File: src/rtl/ppm_trim_pkg.sv
package ppm_trim_pkg;

  typedef struct packed {
    logic       neg;
    logic [1:0] mag;
  } trim_t;

  typedef enum logic [1:0] {
    ADJ_NONE = 2'd0,
    ADJ_DROP = 2'd1,
    ADJ_ADD  = 2'd2
  } adj_e;

  // rounded counts to move per window for a ppm amount
  function automatic int unsigned corr_counts(input int unsigned ppm,
                                              input int unsigned nom,
                                              input int unsigned win,
                                              input int unsigned scale);
    longint unsigned prod;
    prod = longint'(ppm) * longint'(nom) * longint'(win);
    return int'((prod + longint'(scale / 2)) / longint'(scale));
  endfunction

endpackage

File: src/rtl/trim_decode.sv
module trim_decode
  import ppm_trim_pkg::*;
#(
  parameter int unsigned NOM_COUNT = 32768,
  parameter int unsigned WIN_SECS  = 100,
  parameter int unsigned PPM_SCALE = 1000000,
  localparam int unsigned NW = $clog2(WIN_SECS + 1)
) (
  input  trim_t         trim_i,
  output logic [NW-1:0] n_corr_o,
  output logic          neg_o
);

  localparam int unsigned N10 = corr_counts(10, NOM_COUNT, WIN_SECS, PPM_SCALE);
  localparam int unsigned N20 = corr_counts(20, NOM_COUNT, WIN_SECS, PPM_SCALE);
  localparam int unsigned N30 = corr_counts(30, NOM_COUNT, WIN_SECS, PPM_SCALE);

  // bit 1 weighs 10 ppm, bit 0 weighs 20 ppm
  always_comb begin
    unique case (trim_i.mag)
      2'b10:   n_corr_o = NW'(N10);
      2'b01:   n_corr_o = NW'(N20);
      2'b11:   n_corr_o = NW'(N30);
      default: n_corr_o = '0;
    endcase
  end

  assign neg_o = trim_i.neg;

endmodule

File: src/rtl/window_seq.sv
module window_seq
  import ppm_trim_pkg::*;
#(
  parameter int unsigned WIN_SECS = 100,
  localparam int unsigned SW = (WIN_SECS > 1) ? $clog2(WIN_SECS) : 1
) (
  input  logic          clk_i,
  input  logic          rst_ni,
  input  logic          osc_en_i,
  input  logic          sec_end_i,
  input  trim_t         trim_i,
  output trim_t         eff_trim_o,
  output trim_t         trim_q_o,
  output logic [SW-1:0] sec_idx_o
);

  logic          arm_q;
  trim_t         trim_q;
  logic [SW-1:0] sec_q;

  // first enable of a window uses the live code and latches it
  assign eff_trim_o = arm_q ? trim_i : trim_q;
  assign trim_q_o   = trim_q;
  assign sec_idx_o  = sec_q;

  always_ff @(posedge clk_i or negedge rst_ni) begin
    if (!rst_ni) begin
      arm_q  <= 1'b1;
      trim_q <= '0;
      sec_q  <= '0;
    end else if (osc_en_i) begin
      if (arm_q) begin
        trim_q <= trim_i;
        arm_q  <= 1'b0;
      end
      if (sec_end_i) begin
        if (sec_q == SW'(WIN_SECS - 1)) begin
          sec_q <= '0;
          arm_q <= 1'b1;
        end else begin
          sec_q <= sec_q + 1'b1;
        end
      end
    end
  end

endmodule

File: src/rtl/sec_divider.sv
module sec_divider
  import ppm_trim_pkg::*;
#(
  parameter int unsigned NOM_COUNT = 32768,
  localparam int unsigned CW = $clog2(NOM_COUNT + 2)
) (
  input  logic clk_i,
  input  logic rst_ni,
  input  logic osc_en_i,
  input  adj_e adj_i,
  output logic sec_end_o,
  output logic tick_o
);

  logic [CW-1:0] cnt_q;
  logic [CW-1:0] last_cnt;
  logic          tick_q;

  always_comb begin
    unique case (adj_i)
      ADJ_DROP: last_cnt = CW'(NOM_COUNT - 2);
      ADJ_ADD:  last_cnt = CW'(NOM_COUNT);
      default:  last_cnt = CW'(NOM_COUNT - 1);
    endcase
  end

  assign sec_end_o = (cnt_q == last_cnt);

  always_ff @(posedge clk_i or negedge rst_ni) begin
    if (!rst_ni) begin
      cnt_q  <= '0;
      tick_q <= 1'b0;
    end else begin
      tick_q <= osc_en_i && sec_end_o;
      if (osc_en_i) cnt_q <= sec_end_o ? '0 : cnt_q + 1'b1;
    end
  end

  assign tick_o = tick_q;

endmodule

File: src/rtl/ppm_tick_prescaler.sv
module ppm_tick_prescaler
  import ppm_trim_pkg::*;
#(
  parameter int unsigned NOM_COUNT = 32768,
  parameter int unsigned WIN_SECS  = 100,
  parameter int unsigned PPM_SCALE = 1000000
) (
  input  logic       clk_i,
  input  logic       rst_ni,
  input  logic       osc_en_i,
  input  logic [2:0] trim_i,
  output logic       tick_o
);

  localparam int unsigned NW = $clog2(WIN_SECS + 1);
  localparam int unsigned SW = (WIN_SECS > 1) ? $clog2(WIN_SECS) : 1;

  trim_t         eff_trim;
  trim_t         trim_q;
  logic [SW-1:0] sec_idx;
  logic [NW-1:0] n_corr;
  logic          neg;
  logic          sec_end;
  adj_e          adj;

  window_seq #(.WIN_SECS(WIN_SECS)) u_win (
    .clk_i     (clk_i),
    .rst_ni    (rst_ni),
    .osc_en_i  (osc_en_i),
    .sec_end_i (sec_end),
    .trim_i    (trim_t'(trim_i)),
    .eff_trim_o(eff_trim),
    .trim_q_o  (trim_q),
    .sec_idx_o (sec_idx)
  );

  trim_decode #(
    .NOM_COUNT(NOM_COUNT),
    .WIN_SECS (WIN_SECS),
    .PPM_SCALE(PPM_SCALE)
  ) u_dec (
    .trim_i  (eff_trim),
    .n_corr_o(n_corr),
    .neg_o   (neg)
  );

  // one count moved per second over the first n_corr seconds
  always_comb begin
    if (int'(sec_idx) < int'(n_corr)) adj = neg ? ADJ_ADD : ADJ_DROP;
    else                              adj = ADJ_NONE;
  end

  sec_divider #(.NOM_COUNT(NOM_COUNT)) u_div (
    .clk_i    (clk_i),
    .rst_ni   (rst_ni),
    .osc_en_i (osc_en_i),
    .adj_i    (adj),
    .sec_end_o(sec_end),
    .tick_o   (tick_o)
  );

endmodule

File: config.mk
export PLATFORM = sky130hd
export DESIGN_NAME = ppm_tick_prescaler
export DESIGN_NICKNAME = d
export VERILOG_FILES = /design/src/rtl/ppm_trim_pkg.sv /design/src/rtl/trim_decode.sv /design/src/rtl/window_seq.sv /design/src/rtl/sec_divider.sv /design/src/rtl/ppm_tick_prescaler.sv
export SDC_FILE = /design/constraint.sdc
export NUM_CORES = 1
export LEC_CHECK = 0
export BUFFER_PORTS_ARGS = -buffer_cell sky130_fd_sc_hd__buf_2
export CAP_MARGIN = 20
export CORE_AREA = 2 2 57 59
export CTS_BUF_LIST = sky130_fd_sc_hd__clkbuf_16
export DETAILED_ROUTE_END_ITERATION = 8
export DIE_AREA = 0 0 59 61
export PLACE_DENSITY = 0.76
export SLEW_MARGIN = 25
export SYNTH_ARGS = -nofsm -noshare
export SYNTH_HDL_FRONTEND = slang
export SYNTH_HIERARCHICAL = 1
export SYNTH_SLANG_ARGS = --single-unit
export TNS_END_PERCENT = 1
File: constraint.sdc
create_clock -name clk_i -period 4.4 [get_ports clk_i]
set_input_delay 0.88 -clock clk_i [delete_from_list [all_inputs] [get_ports clk_i]]
set_output_delay 0.88 -clock clk_i [all_outputs]
set_load 0.03 [all_outputs]
# == After elaboration in Yosys (flattened, before gate mapping) ==
# Cells that the tools add are included.
# word_totals
input_bits,6
reg_bits,28
elab_cells,27
# op_classes
n_eq_ne,7
muxes,9
order_cmp,1
reduce_logical,2
add_sub_neg,2
# op_table
operator,count
$pmux 16 s2,1
$pmux 7 s3,1
$add 16x1->16 const B,1
$eq 16x16->1,1
$mux 16,1
$add 7x1->7 const B,1
$eq 7x7->1 const B,1
$lt 7x7->1,1
$mux 7,1
$eq 2x2->1 const B,3
$eq 2x1->1 const B,2
$mux 2,2
$mux 3,1
$mux 1,2
$reduce_and 2->1,1
$logic_and 1x1->1,1

# == Depth between registers and ports, before layout ==
# depth
depth_word,9
depth_mapped,16

# == By module ==
# Netlist, hierarchy kept.
# by_module_without_submodules
mod,cells_each,area_per_inst_um2,n_inst
sec_divider,98,938.4,1
window_seq,51,584.3,1
ppm_tick_prescaler,25,166.4,1
trim_decode,9,55.1,1

# == Worst setup path before layout ==
# No wires, ideal clock.
# synth_timing
kind,input port to flip-flop
from,input trim_i[0]
to,register u_win.sec_q[4] (netlist: u_win/sec_idx_o[4])
cell_stages,15
setup_ns,0.127
path_slack_ns,0.443
arrival_ns,3.829
path_cell_list,mux2_2 > clkbuf_1 > buf_4 > inv_1 > ha_1 > a21oi_2 > o21ai_1 > a211oi_1 > inv_1 > ha_1 > or4_4 > a221oi_2 > and2_4 > nand4_1 > xnor2_1
# synth_via
elab_chain_cells,9
elab_cells_between_ends,12
cone_classes,order compare: 1; eq/ne: 6; mux: 4; reduce/logical: 1
# synth_lines
element,line,rtl
from (decl),ppm_tick_prescaler.sv:11,"input logic [2:0] trim_i,"
$mux 3 (*),--,
$eq 2x2->1 / $eq 2x1->1 (equally long branches),trim_decode.sv:20,unique case (trim_i.mag)
$pmux 7 s3 (*),trim_decode.sv:20,
via n_corr[1],ppm_tick_prescaler.sv:21,logic [NW-1:0] n_corr;
$lt 7x7->1 (*),ppm_tick_prescaler.sv:49,if (int'(sec_idx) < int'(n_corr)) adj = neg ? ADJ_ADD : ADJ_DROP;
$mux 2 (*),ppm_tick_prescaler.sv:49,
via adj[0],ppm_tick_prescaler.sv:24,adj_e adj;
$eq 2x2->1 / $eq 2x1->1 (equally long branches),sec_divider.sv:20,unique case (adj_i)
$pmux 16 s2 (*),sec_divider.sv:20,
$eq 16x16->1 (*),sec_divider.sv:27,assign sec_end_o = (cnt_q == last_cnt);
via sec_end,ppm_tick_prescaler.sv:23,logic sec_end;
$reduce_and 2->1 (no source line) (*),--,
to (signal assigned),window_seq.sv:41,sec_q <= sec_q + 1'b1;
to (decl),window_seq.sv:19,logic [SW-1:0] sec_q;
# Mark *: on every way through the listed nets, which the timed path passes. The rest lies on a longest branch.
# A chain may end at the register's enable or synchronous reset.

==> impl_metrics.json <==
{
  "hold_start": "u_win/trim_q_o[1]",
  "relSlewSlack_pct": 54.04,
  "cp_slowest_stage_delay_ns": 0.61,
  "cts_max_level": 1,
  "r2r_start": "u_win/arm_q",
  "slew_viol_final": 0,
  "cts_buffers": 3,
  "max_freq_ghz": 0.2525,
  "post-cts-setup-buffer-count": 0,
  "grt_max_degree": 29,
  "grt_pass1_vias": 1302,
  "layout-drive-gt1-share_pct": 15.59,
  "portBuffers": 6,
  "final_nets": 202,
  "crit_family": "simple AND/OR/NAND/NOR gates",
  "ir_drop_uv": 147.0,
  "synth-main-ff-cell": "dfrtp_1",
  "antenna_found_initial": 0,
  "cts_resized": 0,
  "root_buffer": "clkbuf_16",
  "p_total_mw": 0.6267,
  "die_h_um": 61,
  "utilization_pct": 62.12,
  "dr.pass1.iters": 4,
  "ys_types": 47,
  "track_usage_pct": 20.82,
  "antenna_cells": 0,
  "ys_warn_count": 6,
  "die_x_um": 59,
  "worstPathCellList": "buf_2, mux2_2, inv_1, ha_1, a21oi_2, o21ai_1, a211oi_1, inv_1, ha_1, or4_4, a221oi_2, nand4_1, nor4_1, nor3_1",
  "power_density_nw_per_um2": 341.7,
  "clock_latency_ns": 0.26,
  "crit_buf_inv": 3,
  "setup_viol": 0,
  "critPathLaunchType": "input port",
  "instances_no_fill": 219,
  "fp-row-count": 20,
  "core_area_um2": 2953,
  "vias": 1323,
  "drt-vias-per-instance": 6.041,
  "dp_cells": 215,
  "cp_data_required_time_ns": 4.54,
  "syn-cell-area_um2": 1744,
  "end_kind": "flip-flop",
  "fin_skew_ns": 0.003149,
  "hold_viol_final": 0,
  "placed_area_um2": 1755,
  "synth-async-reset-ratio_pct": 100.0,
  "final.min_clock_period_ns": 3.960,
  "setup_tns_ns": 0,
  "post-place-ws_ns": 0.2439,
  "path_class": "input port to flip-flop",
  "gp_congestion": 0.8545,
  "synth_edf_count": 0,
  "rsz0062_at_grt": "no",
  "final_common_cell": "dfrtp_1",
  "yosysSeqAreaShare_pct": 40.24,
  "ys_ff_latch": 28,
  "outcome": "complete, no violations",
  "grt.overflow.total": 0,
  "finalWirelength_um": 3367,
  "worstPathArrival_ns": 4.10,
  "grt_pass1_wl_um": 5616,
  "power.leakage_nw": 0.8745,
  "syn_to_final_growth_pct": 5.165,
  "die_area_um2": 3599,
  "fin_hold_ws_ns": 0.5125,
  "n_fill_cell": 252,
  "ant_nets": 0,
  "drt_iter0_drc": 42,
  "setup_slack_ns": 0.4398,
  "postCtsHoldBufs": 0,
  "tightest_slew_ns": 0.6842,
  "r2r_slack_ns": 0.51,
  "initial_core_util_pct": 59.07,
  "dpl.hpwl_um": 2399,
  "syn_area_per_cell_um2": 9.531,
  "wl_per_cell_um": 15.37,
  "final_cell_mix": "dfrtp_1, nor2_1, nand2_1",
  "drc_errors": 0,
  "path_clk_slew_ns": 0.06,
  "cts_tree": "yes",
  "period_share_pct": 90.00,
  "fin_area_um2": 1834,
  "clock-sinks": 28,
  "cts.path.max_buffers": 2,
  "netlist_instances": 183,
  "startpoint": "trim_i[0]",
  "drv_cap": 0,
  "hp-class": "flip-flop to flip-flop",
  "cp_slowest_cell": "a221oi_2",
  "crit_fanout": 9,
  "ioPinCount": 7
}
## area by class of cell
| type | count | area [um2] | area share, % |
|---|---|---|---|
| Tap cell | 33 | 41.29 | 2.251 |
| Clock buffer | 3 | 75.07 | 4.093 |
| Sequential cell | 28 | 701.9 | 38.27 |
| Inverter | 13 | 48.80 | 2.660 |
| Clock inverter | 1 | 3.754 | 0.2046 |
| Multi-Input combinational cell | 135 | 933.4 | 50.89 |
| Timing Repair Buffer | 6 | 30.03 | 1.637 |
## final timing paths
check / cells past startpoint / endpoint
max in group asynchronous: 1 / u_div/cnt_q[14]
max reg2reg: 13 / u_win/sec_idx_o[6]
max: 14 / u_win/sec_idx_o[6]
min: 1 / u_win/trim_q_o[1]
min in group asynchronous: 1 / u_win/sec_idx_o[2]
min reg2reg: 1 / u_win/trim_q_o[1]
## synth_stat cells, types with 2 or more instances
cell type	number	area, um2
nand2_1	17	63.81
nor2_1	18	67.56
nand2b_1	2	12.51
nand3_1	6	30.03
o21ai_0	3	15.01
nor2b_1	3	18.77
clkbuf_1	2	7.510
nor4_1	2	12.51
and2_4	2	17.52
inv_1	13	48.80
and3_1	3	18.77
a221oi_2	2	30.03
a21oi_1	3	15.01
and4_1	2	17.52
nand4_1	6	37.54
ha_1	9	112.6
o21ai_1	4	20.02
mux2_2	6	67.56
nor4b_1	2	17.52
xor2_1	7	61.31
buf_4	6	45.04
dfrtp_1	27	675.7
xnor2_1	8	70.07
nor3_1	5	25.02
a211oi_1	3	22.52
## state kept, by name, indices dropped and copies added, names as in the netlist
register         count
u_win/sec_idx_o      7
u_div/tick_o         1
u_win/trim_q_o       3
u_div/cnt_q         16
u_win/arm_q          1
## power by group
group	switching, mW	internal [mW]	total [mW]
clock network	0.0834	0.122	0.205
registers	0.0481	0.286	0.334
logic	0.0470	0.0407	0.0877
total	0.179	0.448	0.627
## routing by layer
metal / global-route usage (%) / vias to the layer above / wire length [um]
met3: 5.117 / 8 / 153
met2: 39.05 / 39 / 1720
met4: 7.143 / 0 / 70
met1: 22.89 / 641 / 1424
met5: 0 / - / 0
li1: - / 635 / -
## cell families (layout without fill, tap and decap cells)
| family | count (synthesis) | count (layout) | synth area share [%] |
|---|---|---|---|
| AOI/OAI and AO/OA | 23 | 23 | 9.613 |
| xor gates and xnor gates | 15 | 15 | 7.533 |
| adders and majority gates | 9 | 9 | 6.456 |
| buffers and inverters | 22 | 23 | 6.671 |
| DFF | 28 | 28 | 40.24 |
| muxes | 7 | 7 | 4.447 |
| other | 1 | 3 | 0.2150 |
| and+or+nand+nor | 78 | 78 | 24.82 |
No activity file was read; power rests on OpenSTA's default activity.
